File: src/rtl/rcp_pkg.sv
package rcp_pkg;

   typedef enum logic [1:0] {
      RCP_CLEAN = 2'd0,
      RCP_FIXED = 2'd1,
      RCP_FATAL = 2'd2
   } rcp_status_e;

   typedef enum logic [1:0] {
      D_RECV = 2'd0,
      D_SEND = 2'd1,
      D_STAT = 2'd2
   } rcp_dstate_e;

endpackage

File: src/rtl/rcp_parity_bit.sv
module rcp_parity_bit #(
   parameter int W       = 8,
   parameter bit ODD_PAR = 1'b0
) (
   input  logic [W-1:0] d,
   output logic         p
);
   generate
      if (ODD_PAR) begin : g_odd
         assign p = ~(^d);
      end else begin : g_even
         assign p = ^d;
      end
   endgenerate
endmodule

File: src/rtl/rcp_encoder.sv
module rcp_encoder #(
   parameter int W       = 8,
   parameter int N       = 8,
   parameter bit ODD_PAR = 1'b0
) (
   input  logic         clk,
   input  logic         rst_n,
   input  logic         in_valid,
   input  logic         in_start,
   input  logic [W-1:0] in_data,
   output logic         out_valid,
   output logic [W-1:0] out_data,
   output logic         out_par,
   output logic         out_col
);
   localparam int CNT_W = $clog2(N + 1);
   localparam logic [CNT_W-1:0] BLK = CNT_W'(N);
   localparam logic [W-1:0] COL_FLIP = {W{ODD_PAR}};

   logic [W-1:0]     acc;
   logic [CNT_W-1:0] cnt;
   logic             pend;
   logic             first;
   logic [W-1:0]     acc_nx;
   logic [CNT_W-1:0] cnt_nx;
   logic [W-1:0]     col_word;
   logic             p_in;
   logic             p_col;

   assign first    = in_start || (cnt == '0);
   assign acc_nx   = first ? in_data : (acc ^ in_data);
   assign cnt_nx   = first ? CNT_W'(1) : (cnt + CNT_W'(1));
   assign col_word = acc ^ COL_FLIP;

   rcp_parity_bit #(.W(W), .ODD_PAR(ODD_PAR)) u_par_in (
      .d (in_data),
      .p (p_in)
   );

   rcp_parity_bit #(.W(W), .ODD_PAR(ODD_PAR)) u_par_col (
      .d (col_word),
      .p (p_col)
   );

   always_ff @(posedge clk or negedge rst_n) begin
      if (!rst_n) begin
         acc       <= '0;
         cnt       <= '0;
         pend      <= 1'b0;
         out_valid <= 1'b0;
         out_data  <= '0;
         out_par   <= 1'b0;
         out_col   <= 1'b0;
      end else begin
         out_valid <= 1'b0;
         out_col   <= 1'b0;
         if (pend) begin
            out_valid <= 1'b1;
            out_data  <= col_word;
            out_par   <= p_col;
            out_col   <= 1'b1;
            pend      <= 1'b0;
         end else if (in_valid) begin
            out_valid <= 1'b1;
            out_data  <= in_data;
            out_par   <= p_in;
            acc       <= acc_nx;
            if (cnt_nx == BLK) begin
               pend <= 1'b1;
               cnt  <= '0;
            end else begin
               cnt <= cnt_nx;
            end
         end
      end
   end
endmodule

File: src/rtl/rcp_classifier.sv
module rcp_classifier
   import rcp_pkg::*;
#(
   parameter int W = 8,
   parameter int N = 8
) (
   input  logic [N-1:0] row_fail,
   input  logic [W-1:0] col_fail,
   output rcp_status_e  status,
   output logic         fix_en
);
   localparam int RC_W = $clog2(N + 1);
   localparam int CC_W = $clog2(W + 1);

   logic [RC_W-1:0] n_row;
   logic [CC_W-1:0] n_col;
   logic            row_many;
   logic            col_many;
   logic            row_none;
   logic            col_none;

   always_comb begin
      n_row = '0;
      for (int i = 0; i < N; i++) begin
         n_row = n_row + RC_W'(row_fail[i]);
      end
   end

   always_comb begin
      n_col = '0;
      for (int j = 0; j < W; j++) begin
         n_col = n_col + CC_W'(col_fail[j]);
      end
   end

   assign row_many = n_row > RC_W'(1);
   assign col_many = n_col > CC_W'(1);
   assign row_none = n_row == '0;
   assign col_none = n_col == '0;

   always_comb begin
      if (row_many || col_many) begin
         status = RCP_FATAL;
      end else if (row_none && col_none) begin
         status = RCP_CLEAN;
      end else begin
         status = RCP_FIXED;
      end
   end

   assign fix_en = !row_many && !col_many && !row_none && !col_none;
endmodule

File: src/rtl/rcp_decoder.sv
module rcp_decoder
   import rcp_pkg::*;
#(
   parameter int W       = 8,
   parameter int N       = 8,
   parameter bit ODD_PAR = 1'b0
) (
   input  logic         clk,
   input  logic         rst_n,
   input  logic         in_valid,
   input  logic         in_start,
   input  logic [W-1:0] in_data,
   input  logic         in_par,
   output logic         out_valid,
   output logic [W-1:0] out_data,
   output logic         stat_valid,
   output logic [1:0]   status
);
   localparam int CNT_W = $clog2(N + 1);
   localparam int IDX_W = $clog2(N);
   localparam logic [CNT_W-1:0] BLK = CNT_W'(N);
   localparam logic [IDX_W-1:0] LAST_IDX = IDX_W'(N - 1);
   localparam logic [W-1:0] COL_FLIP = {W{ODD_PAR}};

   rcp_dstate_e      state;
   logic [W-1:0]     mem [N];
   logic [N-1:0]     rowf;
   logic [W-1:0]     colf;
   logic [W-1:0]     acc;
   logic [CNT_W-1:0] cnt;
   logic [IDX_W-1:0] idx;
   logic             first;
   logic             take_data;
   logic [IDX_W-1:0] wr_idx;
   logic             p_in;
   logic             row_bad;
   logic [W-1:0]     colf_nx;
   rcp_status_e      verdict;
   logic             fix_en;
   logic [W-1:0]     fix_mask;
   logic [W-1:0]     fixed_word;

   rcp_parity_bit #(.W(W), .ODD_PAR(ODD_PAR)) u_par_in (
      .d (in_data),
      .p (p_in)
   );

   rcp_classifier #(.W(W), .N(N)) u_cls (
      .row_fail (rowf),
      .col_fail (colf),
      .status   (verdict),
      .fix_en   (fix_en)
   );

   assign first      = in_start || (cnt == '0);
   assign take_data  = (state == D_RECV) && in_valid && (first || (cnt < BLK));
   assign wr_idx     = first ? '0 : IDX_W'(cnt);
   assign row_bad    = p_in ^ in_par;
   assign colf_nx    = acc ^ in_data ^ COL_FLIP;
   assign fix_mask   = colf & {W{fix_en & rowf[idx]}};
   assign fixed_word = mem[idx] ^ fix_mask;

   always_ff @(posedge clk) begin
      if (take_data) begin
         mem[wr_idx] <= in_data;
      end
   end

   always_ff @(posedge clk or negedge rst_n) begin
      if (!rst_n) begin
         state      <= D_RECV;
         rowf       <= '0;
         colf       <= '0;
         acc        <= '0;
         cnt        <= '0;
         idx        <= '0;
         out_valid  <= 1'b0;
         out_data   <= '0;
         stat_valid <= 1'b0;
         status     <= 2'd0;
      end else begin
         out_valid  <= 1'b0;
         stat_valid <= 1'b0;
         case (state)
            D_RECV: begin
               if (in_valid) begin
                  if (first) begin
                     rowf <= {{(N-1){1'b0}}, row_bad};
                     acc  <= in_data;
                     cnt  <= CNT_W'(1);
                  end else if (cnt < BLK) begin
                     rowf[wr_idx] <= row_bad;
                     acc          <= acc ^ in_data;
                     cnt          <= cnt + CNT_W'(1);
                  end else begin
                     colf  <= colf_nx;
                     cnt   <= '0;
                     idx   <= '0;
                     state <= D_SEND;
                  end
               end
            end
            D_SEND: begin
               out_valid <= 1'b1;
               out_data  <= fixed_word;
               if (idx == LAST_IDX) begin
                  state <= D_STAT;
               end else begin
                  idx <= idx + IDX_W'(1);
               end
            end
            D_STAT: begin
               stat_valid <= 1'b1;
               status     <= verdict;
               state      <= D_RECV;
            end
            default: state <= D_RECV;
         endcase
      end
   end
endmodule

File: src/rtl/rc_parity_codec.sv
module rc_parity_codec #(
   parameter int DATA_W    = 8,
   parameter int BLK_WORDS = 8,
   parameter bit ODD_PAR   = 1'b0
) (
   input  logic              clk,
   input  logic              rst_n,
   input  logic              tx_in_valid,
   input  logic              tx_in_start,
   input  logic [DATA_W-1:0] tx_in_data,
   output logic              tx_out_valid,
   output logic [DATA_W-1:0] tx_out_data,
   output logic              tx_out_par,
   output logic              tx_out_col,
   input  logic              rx_in_valid,
   input  logic              rx_in_start,
   input  logic [DATA_W-1:0] rx_in_data,
   input  logic              rx_in_par,
   output logic              rx_out_valid,
   output logic [DATA_W-1:0] rx_out_data,
   output logic              rx_stat_valid,
   output logic [1:0]        rx_status
);
   generate
      if (DATA_W < 2) begin : g_bad_width
         $error("rc_parity_codec: DATA_W must be at least 2");
      end
      if (BLK_WORDS < 2) begin : g_bad_depth
         $error("rc_parity_codec: BLK_WORDS must be at least 2");
      end
   endgenerate

   rcp_encoder #(.W(DATA_W), .N(BLK_WORDS), .ODD_PAR(ODD_PAR)) u_enc (
      .clk       (clk),
      .rst_n     (rst_n),
      .in_valid  (tx_in_valid),
      .in_start  (tx_in_start),
      .in_data   (tx_in_data),
      .out_valid (tx_out_valid),
      .out_data  (tx_out_data),
      .out_par   (tx_out_par),
      .out_col   (tx_out_col)
   );

   rcp_decoder #(.W(DATA_W), .N(BLK_WORDS), .ODD_PAR(ODD_PAR)) u_dec (
      .clk        (clk),
      .rst_n      (rst_n),
      .in_valid   (rx_in_valid),
      .in_start   (rx_in_start),
      .in_data    (rx_in_data),
      .in_par     (rx_in_par),
      .out_valid  (rx_out_valid),
      .out_data   (rx_out_data),
      .stat_valid (rx_stat_valid),
      .status     (rx_status)
   );
endmodule

File: config.mk
export PLATFORM = sky130hd
export DESIGN_NAME = rc_parity_codec
export DESIGN_NICKNAME = d
export VERILOG_FILES = /design/src/rtl/rcp_pkg.sv /design/src/rtl/rcp_parity_bit.sv /design/src/rtl/rcp_encoder.sv /design/src/rtl/rcp_classifier.sv /design/src/rtl/rcp_decoder.sv /design/src/rtl/rc_parity_codec.sv
export SDC_FILE = /design/constraint.sdc
export NUM_CORES = 1
export LEC_CHECK = 0
export BUFFER_PORTS_ARGS = -buffer_cell sky130_fd_sc_hd__buf_2
export CORE_ASPECT_RATIO = 0.7
export CORE_MARGIN = 5
export CORE_UTILIZATION = 60
export CTS_CLUSTER_DIAMETER = 100
export DETAILED_ROUTE_END_ITERATION = 16
export MAX_ROUTING_LAYER = met4
export PLACE_DENSITY_LB_ADDON = 0.1
export REMOVE_ABC_BUFFERS = 1
export SLEW_MARGIN = 20
export SYNTH_ARGS = -nofsm -noshare
export SYNTH_HDL_FRONTEND = slang
export SYNTH_HIERARCHICAL = 1
export SYNTH_SLANG_ARGS = --single-unit
File: constraint.sdc
create_clock -name clk -period 8.05 [get_ports clk]
set_input_delay 0.4025 -clock clk [delete_from_list [all_inputs] [get_ports clk]]
set_output_delay 0.4025 -clock clk [all_outputs]
set_load 0.005 [all_outputs]
# Word-level counts from Yosys, hierarchy flattened
# Memory sizes are Yosys's and may differ from the RTL's.
# Index checks and enable logic that the tools add are counted.
[totals]
elab_cells = 132
in_bits = 23
reg_bits = 69
memories = 1
output_inout_bits = 23
ramBits = 64
[op_classes]
n_bitwise = 9
n_eq_ne = 9
n_reduce_logical = 32
n_lt_le_gt_ge = 6
add_sub_neg = 17
n_mux = 41
[mem_list]
columns = ["name", "depth", "width", "read_ports", "rd_ports_with_merged_regs", "write_ports", "line", "source"]
rows = [
  ["u_dec.mem", 8, 8, 1, 0, 1, "rcp_decoder.sv:26", "logic [W-1:0] mem [N];"],
]
[op_table]
columns = ["op", "count"]
rows = [
  ["$mux W8", 7],
  ["$add A4 B1 Y4", 8],
  ["$reduce_xor A8 Y1", 3],
  ["$xor A8 B8 Y8", 3],
  ["$logic_not A4 Y1", 4],
  ["$mux W4", 4],
  ["$mux W1", 15],
  ["$mux W3", 5],
  ["$mux W2", 5],
  ["$add A3 B1 Y4", 2],
  ["$add A4 B1 Y4 const B", 2],
  ["$and A8 B8 Y8", 1],
  ["$bwmux W8", 1],
  ["$gt A4 B1 Y1 const B", 2],
  ["$lt A3 B4 Y1 const B", 2],
  ["$ne A2 B2 Y1 const B", 4],
  ["$reduce_and A4 Y1", 2],
  ["$logic_and A1 B1 Y1", 7],
  ["$add A2 B1 Y3", 2],
  ["$pmux W3 S2", 1],
  ["$reduce_bool A2 Y1", 3],
  ["$reduce_and A5 Y1", 1],
  ["$add A1 B1 Y2", 2],
  ["$eq A4 B4 Y1 const B", 1],
  ["18 further kinds", 27],
]

# Depth between registers and ports, before layout
# Gate-level depths: netlist of run 1.
[depth]
ltp_word = 15
mapped_depth = 15
depth_no_buf = 14

# Hierarchy
# The synthesis of run 1 kept the hierarchy.
[by_module_without_submodules]
columns = ["mod", "area_per_inst_um2", "n_inst", "cells_each", "seq_area_each_um2"]
rows = [
  ["rcp_decoder", 4727.0, 1, 321, 3047.9],
  ["rcp_encoder", 1251.2, 1, 125, 600.6],
  ["rcp_classifier", 395.4, 1, 49, 0.0],
  ["rcp_parity_bit", 61.3, 3, 7, 0.0],
]

# Least setup slack after synthesis of run 1
# Ideal clock, no wire load.
[synth_path]
kind = "reg2reg"
from = "register u_dec.rowf[0]"
to = "register u_dec.out_data[0]"
setup_ps = 104
stages_incl_launch_ff = 16
arrival_ps = 3928
n_path_buf = 1
synth_period_minus_slack_ps = 4032
path_slack_ps = 4018
t_required_ps = 7946
cell_sequence = "dfrtp_1 > fa_1 > inv_1 > fa_1 > fa_1 > inv_1 > ha_1 > inv_1 > fa_1 > nand2b_4 > a221o_1 > nor4_1 > o31a_1 > buf_2 > nand2_1 > o311ai_1"
[synth_between]
elab_chain_len = 15
word_cells_on_any_way = 19
cone_classes = "7 x add/sub; 1 x order compare; 2 x mux; 3 x bitwise; 6 x reduce/logical"
[synth_lines]
columns = ["element", "line", "source"]
rows = [
  ["start, declared", "rcp_decoder.sv:27", "logic [N-1:0] rowf;"],
  ["start signal, assigned", "rcp_decoder.sv:88", "rowf <= {{(N-1){1'b0}}, row_bad};"],
  ["start signal, assigned by index", "rcp_decoder.sv:92", "rowf[wr_idx] <= row_bad;"],
  ["$add A1 B1 Y2 *", "rcp_classifier.sv:25", "n_row = n_row + RC_W'(row_fail[i]);"],
  ["$add A2 B1 Y3 *", "rcp_classifier.sv:25", ""],
  ["$add A3 B1 Y4 *", "rcp_classifier.sv:25", ""],
  ["$add A4 B1 Y4 * (4 in series)", "rcp_classifier.sv:25", ""],
  ["$gt A4 B1 Y1", "rcp_classifier.sv:36", "assign row_many = n_row > RC_W'(1);"],
  ["$logic_not A1 Y1", "rcp_classifier.sv:51", "assign fix_en = !row_many && !col_many && !row_none && !col_none;"],
  ["$logic_and A1 B1 Y1", "rcp_classifier.sv:51", ""],
  ["$logic_and A1 B1 Y1 * (2 in series)", "rcp_classifier.sv:51", ""],
  ["via u_dec.fix_en", "rcp_decoder.sv:39", "logic fix_en;"],
  ["$and A1 B1 Y1 *", "rcp_decoder.sv:60", "assign fix_mask = colf & {W{fix_en & rowf[idx]}};"],
  ["$and A8 B8 Y8 *", "rcp_decoder.sv:60", ""],
  ["$xor A8 B8 Y8 *", "rcp_decoder.sv:61", "assign fixed_word = mem[idx] ^ fix_mask;"],
  ["end signal, assigned", "rcp_decoder.sv:105", "out_data <= fixed_word;"],
  ["end, declared", "rcp_decoder.sv:15", "output logic [W-1:0] out_data,"],
]
# Mark *: on every way through the listed nets, which the timed path passes. The rest lies on a longest branch. The select of a mux whose other input is x is not followed.
# A chain may end at the register's enable or synchronous reset.

# Worst setup path in the final report of run 1
[layout_path]
from = "register u_dec.colf[0]"
to = "register u_dec.out_data[6]"
[layout_between]
elab_chain_len = 15
word_cells_on_any_way = 17
cone_classes = "7 x add/sub; 1 x order compare; 3 x bitwise; 6 x reduce/logical"
[layout_lines]
columns = ["element", "line", "source"]
rows = [
  ["start, declared", "rcp_decoder.sv:28", "logic [W-1:0] colf;"],
  ["start signal, assigned", "rcp_decoder.sv:96", "colf <= colf_nx;"],
  ["$add A1 B1 Y2 *", "rcp_classifier.sv:32", "n_col = n_col + CC_W'(col_fail[j]);"],
  ["$add A2 B1 Y3 *", "rcp_classifier.sv:32", ""],
  ["$add A3 B1 Y4 *", "rcp_classifier.sv:32", ""],
  ["$add A4 B1 Y4 * (4 in series)", "rcp_classifier.sv:32", ""],
  ["$gt A4 B1 Y1", "rcp_classifier.sv:37", "assign col_many = n_col > CC_W'(1);"],
  ["$logic_not A1 Y1", "rcp_classifier.sv:51", ""],
  ["$logic_and A1 B1 Y1 (2 in series)", "rcp_classifier.sv:51", ""],
  ["$logic_and A1 B1 Y1 *", "rcp_classifier.sv:51", ""],
  ["via u_dec.fix_en", "rcp_decoder.sv:39", ""],
  ["$and A1 B1 Y1 *", "rcp_decoder.sv:60", ""],
  ["$and A8 B8 Y8 *", "rcp_decoder.sv:60", ""],
  ["$xor A8 B8 Y8 *", "rcp_decoder.sv:61", ""],
]
# Mark *: on every way through the listed nets, which the timed path passes. The rest lies on a longest branch.

==> results of run 1 <==
[path summary, 6_finish.rpt]
kind,end,startpoint,depth (start not counted)
max in group asynchronous,u_enc/acc[5],rst_n,2
worst min-delay path,u_dec/out_data[4],rst_n,2
min in group clk,u_dec/mem[4][1],rx_in_data[1],1
worst max register to register,u_dec/out_data[6],u_dec/colf[0],13
worst max-delay path,u_dec/out_data[6],u_dec/colf[0],13
worst min register to register,u_dec/status[1],u_dec/status[1],1
[power groups by stage]
stage | Combinational [W] | Sequential (W) | Clock [W]
6_report | 0.000890 | 0.000970 | 0.000785
5_1_grt | 0.000987 | 0.000983 | 0.000833
4_1_cts | 0.000887 | 0.000967 | 0.000793
3_5_place_dp | 0.000872 | 0.000977 | 0
3_3_place_gp | 0.000829 | 0.000972 | 0
2_1_floorplan | 0.000610 | 0.000957 | 0
[registers in the layout, summed over array words and instances, names as in the netlist]
register	count
u_dec/mem	64
u_dec/acc	8
u_dec/colf	8
u_dec/out_data	8
u_dec/rowf	8
u_enc/acc	8
u_enc/out_data	8
u_dec/cnt	4
u_enc/cnt	4
u_dec/idx	3
u_dec/state	2
u_dec/status	2
u_dec/out_valid	1
u_dec/stat_valid	1
u_enc/out_col	1
u_enc/out_par	1
u_enc/out_valid	1
u_enc/pend	1
[through the flow]
step                utilization [%]  cells
floorplan                         -    492
global placement               65.1    688
detailed placement             65.1    688
CTS                            71.0    720
global route                   71.0    720
finish                         71.0    720
[worst max-delay path: cells and delay by family (launching register included)]
kind	cells	cell delay [ns]
AOI/OAI and AO/OA	3	1.20
DFF	1	0.37
and+or+nand+nor	3	0.70
buffers and inverters	2	0.12
adders and majority gates	5	2.14
[cell usage after synthesis (3+ instances only)]
library cell / count
nand2_1: 73
nor4_1: 12
o311ai_1: 6
nand3_1: 3
dfrtp_1: 69
and4_1: 4
inv_1: 41
edfxtp_1: 64
fa_1: 8
a311o_1: 5
a21oi_1: 17
clkbuf_1: 9
a311o_2: 3
a211oi_2: 8
xor2_1: 19
buf_2: 8
o21ai_0: 15
buf_6: 3
nor3_1: 4
mux4_1: 8
nor2b_1: 5
mux2i_1: 27
mux4_2: 9
ha_1: 12
nor2_1: 23
mux2_2: 4
xnor2_1: 20
[kinds of logic (layout without fill, tap and decap cells)]
| kind of cell | count (synthesis) | count (layout) |
|---|---|---|
| AOI/OAI and AO/OA | 68 | 68 |
| xor gates and xnor gates | 39 | 39 |
| adders and majority gates | 20 | 20 |
| buffers and inverters | 65 | 121 |
| DFF | 133 | 133 |
| muxes | 49 | 49 |
| and+or+nand+nor | 142 | 142 |
[metal layers]
layer / global-route usage [%] / wire length [microns] / vias to the layer above
met5: - / 0 / -
met4: 8.37 / 347 / 0
met3: 5.59 / 1130 / 31
met2: 30.1 / 6100 / 178
met1: 37.0 / 6960 / 2106
li1: - / - / 1950
[area by class of cell]
class,instances,area [sq um],share of cell area (%)
Clock buffer,21,504,6.76
Clock inverter,11,111,1.49
Inverter,41,154,2.06
Multi-Input combinational cell,318,2610,35.0
Sequential cell,133,3650,48.9
Tap cell,148,185,2.48
Timing Repair Buffer,48,248,3.32
==> flow_summary_export.csv, run 1 <==
group,metric,value,unit
run_status,outcome,"finished, final reports clean",
logic_synthesis,synth_top_area_share,29.3,%
global_routing,grt_pass1_vias,4156,
detailed_routing,vias,4265,
logic_synthesis,yosysTopAreaCell,"edfxtp_1",
final_layout,syn_to_final_growth,13.8,%
floorplanning,die_h,97.5,microns
critical_path,cp.arrival,4.93,ns
clock_network,cts_max_level,4,
timing,timing.fmax,215,MHz
global_routing,antenna_found_initial,0,
critical_path,path_max_fanout,11,
logic_synthesis,synth-xor-area-share,5.21,%
power,ir_drop,0.296,mV
timing,max_slew_margin,31.1,%
power,pwr-share-comb,33.7,%
detailed_routing,viasPerCell,5.92,
logic_synthesis,netlist-cell-type-count,58,
power,internal-power,0.00172,W
placement,dp_hpwl,9500,microns
final_layout,stdcell_area,0.00746,sq mm
logic_synthesis,synth-compound-area-share,8.09,%
global_routing,grt-ovfl-total,0,
floorplanning,placementRows,31,
power,p_total,0.00264,W
placement,portBuffers,45,
critical_path,r2r_setup_slack,3.40,ns
critical_path,crit_path_frequent_cell,"fa_1",
logic_synthesis,synth_edf_count,64,
critical_path,cp_slowest_cell,"fa_1",
logic_synthesis,synth-seq-cells,133,
global_routing,grt_use_total,23.7,%
global_routing,grt_max_degree,70,
clock_network,cts_tree,"yes",
clock_network,cts_made_buffers,17,
final_layout,drive_gt1_share,19.2,%
logic_synthesis,synth-simple-area-share,10.5,%
floorplanning,start_util,62.4,%
critical_path,start_kind,"flop",
timing,finClkSkew,0.00788,ns
placement,preCtsSetupSlack,3.48,ns
power,p_clk_share,29.7,%
clock_network,cts_resized,0,
clock_network,cts_hold_buf,0,
critical_path,path_cells,"inv_1, fa_1, fa_1, fa_1, inv_1, ha_1, fa_1, nand2b_4, a221o_1, nor4_1, o31a_1, nand2_1, o311ai_1",
timing,fin_crit,4.65,ns
timing,fin_crit_sh,57.7,%
detailed_routing,drtPass1Iterations,5,
critical_path,critPathMaxStageDelay,0.56,ns
logic_synthesis,synth_adder_area_share,4.73,%
logic_synthesis,synth_flop_cell,"dfrtp_1",
timing,rsz0062_at_grt,"no",
logic_synthesis,synth_top_family_by_area,"multiplexers",
detailed_routing,drtAntennaViolNets,0,
clock_network,root_buffer,"clkbuf_16",
floorplanning,ioPinCount,46,
logic_synthesis,syn_area,0.00656,sq mm
timing,tns,0,ns
detailed_routing,routed_wl,14500,microns
min_path,worst_hold_path_type,"primary input to asynchronous set/reset pin",
clock_network,insertion_delay,0.41,ns
clock_network,cts_setup_buffers,0,
detailed_routing,drtIter0Drc,466,
final_layout,final_nets,602,
floorplanning,die_w,135,microns
clock_network,cts_sinks,133,
timing,finalSetupViolCount,0,
timing,worst_slew_pin_slew,1.03,ns
detailed_routing,drc,0,
critical_path,required,8.33,ns
final_layout,final_common_cell,"nand2_1",
clock_network,cts_buffer_depth,2,
logic_synthesis,yosysSeqAreaShare,55.6,%
timing,finalHoldViolCount,0,
power,p_sw_share,34.8,%
detailed_routing,wl_per_cell,20.2,microns
timing,drv_slew,0,
floorplanning,dieArea,0.0132,sq mm
global_routing,grt_pass1_wl,23000,microns
timing,fin_hold_ws,0.202,ns
final_layout,n_antenna_cell,0,
placement,gp_congestion,0.844,
final_layout,fillers,747,
logic_synthesis,synthArstFlopShare,51.9,%
timing,fin_ws,3.40,ns
power,p_leak,3.11,nW
power,p_seq_share,36.7,%
logic_synthesis,yosysWarningCount,6,
floorplanning,core,0.0105,sq mm
critical_path,critPathKind,"flop to flop",
final_layout,final_cell_mix,"nand2_1 (73), dfrtp_1 (69), edfxtp_1 (64), buf_2 (45), inv_1 (41)",
logic_synthesis,avgSynthCellArea,12.7,sq um
logic_synthesis,synth_mux_area_share,11.3,%
power,power_density,354,mW/mm^2
clock_network,cts.clk_slew.worst_paths,0.06,ns
placement,placed_area,0.00684,sq mm
logic_synthesis,syn_inst,516,
logic_synthesis,synth_area_leaders,"edfxtp_1 (29%), dfrtp_1 (26%), nand2_1 (4.2%), mux2i_1 (4.1%), mux4_1 (3.2%)",
job,maxCapViolCount,0,
critical_path,crit_path_end_kind,"flop",
power,power.switching,0.000921,W
(Power assumes the default switching activity.)
==> run 2: changes to the inputs <==
Settings changed: ABC_AREA set to 1.
Clock period 8.05 ns to 4.63 ns, I/O delays scaled along.
==> run 2 against run 1 <==
Effect of this change:
- synthesized cell count rose by 58%
- power rose by 65%
- combinational power rose by 64%
- routed wire length rose by 11%
- area after synthesis rose by 4.7%
- global-route usage rose by 2.5 points
- clock power rose by 67%
- worst setup slack got worse by 2.8 ns
- sequential share of layout area fell by 2.0 points
==> flow_summary_export.csv, run 2 <==
group,metric,value,unit
detailed_routing,drc,0,
detailed_routing,routed_wl,16100,microns
detailed_routing,wl_per_cell,15.7,microns
clock_network,cts_buffer_depth,2,
clock_network,cts_hold_buf,0,
floorplanning,placementRows,32,
power,ir_drop,0.334,mV
critical_path,critPathMaxStageDelay,0.58,ns
clock_network,cts_made_buffers,17,
clock_network,cts_tree,"yes",
detailed_routing,top_layer,"met4",
clock_network,cts_max_level,4,
placement,gp_congestion,0.869,
placement,placedCellCount,997,
timing,finClkSkew,0.00791,ns
floorplanning,die_w,138,microns
logic_synthesis,yosysSeqAreaShare,53.1,%
clock_network,cts_sinks,133,
final_layout,drive_gt1_share,12.0,%
power,p_total,0.00435,W
critical_path,path_cells,"fa_1, inv_1, fa_1, fa_1, inv_1, ha_1, inv_1, fa_1, nand3_2, nor2_2, nand3_2, nor2_1, buf_4, nand2_1, nor2_2, nand3_1, nand3_1, nand2_1",
placement,dp_hpwl,11000,microns
timing,rsz0062_at_grt,"no",
final_layout,stdcell_count,1029,
logic_synthesis,synth-compound-area-share,3.68,%
timing,timing.fmax,250,MHz
timing,finalSetupViolCount,0,
logic_synthesis,synth-simple-area-share,28.7,%
critical_path,reg2reg_depth,18,
final_layout,n_antenna_cell,0,
logic_synthesis,syn_area,0.00687,sq mm
floorplanning,start_util,61.9,%
final_layout,fillers,829,
critical_path,crit_path_end_kind,"flop",
detailed_routing,drtIter0Drc,424,
logic_synthesis,yosysMostFrequentCell,"nand2_1",
final_layout,syn_to_final_growth,13.4,%
final_layout,final_cell_mix,"nand2_1 (308), inv_1 (94), nand3_1 (71), dfrtp_1 (69), edfxtp_1 (64)",
timing,max_slew_margin,29.9,%
detailed_routing,dr_wl_met3,1040,microns
floorplanning,ioPinCount,46,
detailed_routing,drtPass1Iterations,5,
critical_path,crit_path_frequent_cell,"fa_1",
detailed_routing,drtAntennaViolNets,0,
power,p_leak,3.81,nW
final_layout,top_register,"u_dec/mem",
logic_synthesis,syn_inst,815,
critical_path,path_max_fanout,12,
critical_path,required,4.94,ns
logic_synthesis,synth_top_area_share,28.0,%
clock_network,root_buffer,"clkbuf_16",
final_layout,utilization,70.2,%
logic_synthesis,synth_flop_cell,"dfrtp_1",
final_layout,largest_reg_flops,64,
final_layout,final_nets,906,
critical_path,path_delay_family,"adder cells",
timing,fin_crit_sh,86.4,%
logic_synthesis,synth_top_family_by_area,"simple AND/OR/NAND/NOR gates",
logic_synthesis,avgSynthCellArea,8.42,sq um
global_routing,grt_use_total,26.2,%
timing,finalHoldViolCount,0,
clock_network,insertion_delay,0.42,ns
detailed_routing,vias,5535,
timing,tns,0,ns
min_path,worst_hold_path_type,"primary input to asynchronous set/reset pin",
logic_synthesis,synth_edf_count,64,
placement,portBuffers,45,
critical_path,critPathBufInv,4,
job,maxCapViolCount,0,
logic_synthesis,netlist-cell-type-count,31,
final_layout,stdcell_area,0.00778,sq mm
timing,worst_slew_pin_slew,1.05,ns
timing,drv_slew,0,
critical_path,start_kind,"flop",
logic_synthesis,synth-xor-area-share,2.42,%
logic_synthesis,synthArstFlopShare,51.9,%
power,power_density,559,mW/mm^2
logic_synthesis,synth_area_leaders,"edfxtp_1 (28%), dfrtp_1 (25%), nand2_1 (17%), nand3_1 (5.2%), inv_1 (5.1%)",
global_routing,grt-ovfl-total,0,
logic_synthesis,synth-seq-cells,133,
floorplanning,core,0.0111,sq mm
global_routing,grt_pass1_vias,5324,
timing,fin_crit,4.00,ns
critical_path,cp.arrival,4.31,ns
logic_synthesis,yosysTopAreaCell,"edfxtp_1",
detailed_routing,met2_length,7210,microns
global_routing,grt_max_degree,70,
logic_synthesis,yosysWarningCount,6,
global_routing,grt_pass1_wl,26700,microns
placement,placed_area,0.00719,sq mm
clock_network,cts.clk_slew.worst_paths,0.06,ns
floorplanning,die_h,99.5,microns
clock_network,cts_resized,0,
detailed_routing,viasPerCell,5.38,
global_routing,antenna_found_initial,0,
critical_path,crit_cells,18,
logic_synthesis,synth_mux_area_share,0,%
logic_synthesis,synth_adder_area_share,4.52,%
critical_path,cp_slowest_cell,"fa_1",
run_status,outcome,"finished, final reports clean",
final_layout,final_common_cell,"nand2_1",
detailed_routing,wl_met1,7610,microns
logic_synthesis,yosys-top-cells-count,"nand2_1 (308), inv_1 (94), nand3_1 (71), dfrtp_1 (69), edfxtp_1 (64)",
floorplanning,dieArea,0.0137,sq mm
critical_path,critPathKind,"flop to flop",
clock_network,cts_setup_buffers,0,
## run 2: worst paths after layout
kind,start,to,slack [ns]
setup / recovery,u_dec/rowf[0],u_dec/out_data[4],0.63
min in group clk,tx_in_valid,u_enc/out_valid,0.08
setup reg to reg,u_dec/rowf[0],u_dec/out_data[4],0.63
max in group asynchronous,rst_n,u_enc/out_col,4.02
hold / removal,rst_n,u_dec/idx[2],0.002
hold reg to reg,u_enc/out_data[0],u_enc/out_data[0],0.47
## run 2: final cells by class
class	instances	area [sq um]	area share, %
Clock buffer	23	532	6.83
Inverter	106	398	5.11
Clock inverter	9	61.3	0.788
Multi-Input combinational cell	556	2700	34.7
Timing Repair Buffer	49	255	3.28
Sequential cell	133	3650	46.9
Tap cell	153	191	2.46
## run 2: cell families after synthesis
group | after synthesis
adders and majority gates | 20
and+or+nand+nor | 468
DFF | 133
buffers and inverters | 126
xor gates and xnor gates | 19
AOI/OAI and AO/OA | 49
## run 2: worst reg2reg max path, cell delays in order, from the launching register on
cell     delay, ns
dfrtp_1       0.42
fa_1          0.58
inv_1         0.06
fa_1          0.51
fa_1          0.41
inv_1         0.06
ha_1          0.15
inv_1         0.05
fa_1          0.49
nand3_2       0.08
nor2_2        0.09
nand3_2       0.10
nor2_1        0.10
buf_4         0.19
nand2_1       0.08
nor2_2        0.23
nand3_1       0.13
nand3_1       0.09
nand2_1       0.06
## run 2: stage by stage
stage,hold WS [ns],setup WS [ns]
final,0.00203,0.628
after global routing,0.0935,0.362
after CTS,0.0509,0.674
after detailed placement,0.464,0.735
after global placement,0.456,0.858
after floorplan,-0.0641,0.822
## run 2: power breakdown
group	internal, W	total (W)	switching (W)
Combinational	0.000481	0.00146	0.000980
Clock	0.000808	0.00131	0.000506
Sequential	0.00141	0.00158	0.000163
## run 2: metal layers
metal  global-route usage [%]  up-vias
met2                     38.1      208
met5                        -        -
met3                     6.57       29
met4                     7.74        0
met1                     36.7     2615
li1                         -     2683
==> run 3: changes to the inputs <==
Settings changed: BUFFER_PORTS_ARGS -buffer_cell sky130_fd_sc_hd__buf_2 to -buffer_cell sky130_fd_sc_hd__clkbuf_2.
==> run 3 against run 2 <==
Effect of this change:
- register-to-register slack better by 0.02 ns
- core utilization increased by 0.34 points
- routed wire length fell by 1.4%
- flip-flop and latch count unchanged
- critical path type unchanged
==> flow_summary_export.csv, run 3 (same netlist as run 2, synthesis figures left out) <==
group,metric,value,unit
timing,rsz0062_at_grt,"no",
timing,worst_slew_pin_slew,1.02,ns
floorplanning,placementRows,32,
floorplanning,core,0.0111,sq mm
clock_network,cts_sinks,133,
final_layout,final_common_cell,"nand2_1",
final_layout,largest_reg_flops,64,
timing,max_slew_margin,31.3,%
clock_network,insertion_delay,0.41,ns
final_layout,final_cell_mix,"nand2_1 (308), inv_1 (94), nand3_1 (71), dfrtp_1 (69), edfxtp_1 (64)",
detailed_routing,vias,5558,
clock_network,cts_setup_buffers,0,
placement,dp_hpwl,10900,microns
final_layout,drive_gt1_share,12.0,%
job,maxCapViolCount,0,
placement,preCtsSetupSlack,0.704,ns
timing,tns,0,ns
timing,finClkSkew,0.0107,ns
timing,fin_crit,3.99,ns
clock_network,cts_max_level,4,
timing,fin_crit_sh,86.1,%
critical_path,critPathKind,"flop to flop",
critical_path,reg2reg_from,"u_dec/colf[0]",
floorplanning,die_w,138,microns
final_layout,n_antenna_cell,0,
timing,drv_slew,0,
final_layout,fillers,833,
global_routing,antenna_found_initial,0,
power,p_total,0.00444,W
global_routing,grt_pass1_vias,5353,
final_layout,syn_to_final_growth,13.9,%
critical_path,reg2reg_depth,18,
min_path,worst_hold_path_type,"primary input to asynchronous set/reset pin",
floorplanning,start_util,61.9,%
critical_path,start_kind,"flop",
detailed_routing,drtPass1Iterations,5,
global_routing,grt-ovfl-total,0,
timing,timing.fmax,251,MHz
run_status,outcome,"finished, final reports clean",
detailed_routing,viasPerCell,5.40,
timing,finalHoldViolCount,0,
clock_network,cts_hold_buf,0,
global_routing,grt_max_degree,70,
critical_path,crit_path_end_kind,"flop",
critical_path,cp.arrival,4.28,ns
detailed_routing,drc,0,
critical_path,rr_endpoint,"u_dec/out_data[4]",
timing,fin_ws,0.643,ns
critical_path,r2r_setup_slack,0.64,ns
detailed_routing,drtAntennaViolNets,0,
global_routing,grt_use_total,25.7,%
floorplanning,ioPinCount,46,
floorplanning,dieArea,0.0137,sq mm
detailed_routing,wl_per_cell,15.5,microns
placement,portBuffers,45,
clock_network,cts_buffer_depth,2,
power,power_density,568,mW/mm^2
clock_network,cts.clk_slew.worst_paths,0.06,ns
floorplanning,die_h,99.5,microns
final_layout,utilization,70.5,%
clock_network,cts_tree,"yes",
power,p_leak,3.84,nW
clock_network,root_buffer,"clkbuf_16",
clock_network,cts_made_buffers,17,
global_routing,grt_pass1_wl,26400,microns
detailed_routing,routed_wl,15900,microns
final_layout,top_register,"u_dec/mem",
placement,gp_congestion,0.876,
critical_path,required,4.93,ns
clock_network,cts_resized,0,
detailed_routing,drtIter0Drc,561,
power,ir_drop,0.346,mV
critical_path,path_max_fanout,12,
final_layout,final_nets,906,
timing,finalSetupViolCount,0,
[run 3: stage by stage]
step	hold WS, ns	instances	instance area [sq um]
2_1_floorplan	-0.0641	795	6740
3_3_place_gp	0.460	997	7190
3_5_place_dp	0.471	997	7190
4_1_cts	0.0561	1029	7820
5_1_grt	0.116	1029	7820
6_report	0.0201	1029	7820
[run 3: how the worst max path moves through the flow]
stage / to / cells past startpoint / start / slack [ns]
3_3_place_gp: u_dec/out_data[1] / 18 / u_dec/colf[0] / 0.86
4_1_cts: u_dec/out_data[4] / 18 / u_dec/colf[0] / 0.66
6_report: u_dec/out_data[4] / 18 / u_dec/colf[0] / 0.64
2_1_floorplan: u_dec/out_data[0] / 17 / u_dec/rowf[0] / 0.82
3_5_place_dp: u_dec/out_data[0] / 18 / u_dec/rowf[0] / 0.70
5_1_grt: u_dec/out_data[2] / 18 / u_dec/rowf[0] / 0.45
[run 3: power by group]
| group | internal, W | switching (W) |
|---|---|---|
| registers | 0.00141 | 0.000164 |
| logic | 0.000480 | 0.000975 |
| clock network | 0.000903 | 0.000506 |
| total | 0.00280 | 0.00164 |
[run 3: area by class of cell]
cell class                      count  area, sq um  share of cell area, %
Tap cell                          153          191                   2.45
Sequential cell                   133         3650                   46.6
Inverter                          106          398                   5.09
Clock buffer                       23          520                   6.65
Multi-Input combinational cell    556         2700                   34.5
Timing Repair Buffer               49          255                   3.26
Clock inverter                      9          110                   1.41
[run 3: critical path: stages, from the launching register on]
cell      delay (ns)
dfrtp_1         0.40
inv_1           0.09
fa_1            0.56
fa_1            0.44
fa_1            0.50
inv_1           0.05
ha_1            0.21
fa_1            0.44
clkinv_1        0.07
nand3_2         0.07
nor2_2          0.09
nand3_2         0.10
nor2_1          0.10
buf_4           0.20
nand2_1         0.09
nor2_2          0.22
nand3_1         0.12
nand3_1         0.08
nand2_1         0.05
[run 3: routing by layer]
layer  GRT usage (%)  up-vias  share of wire, %
met4            8.66        0               1.2
li1                -     2681                 -
met2            37.6      239                45
met3            4.55       22               7.9
met5               -        -                 0
met1            36.7     2616                46
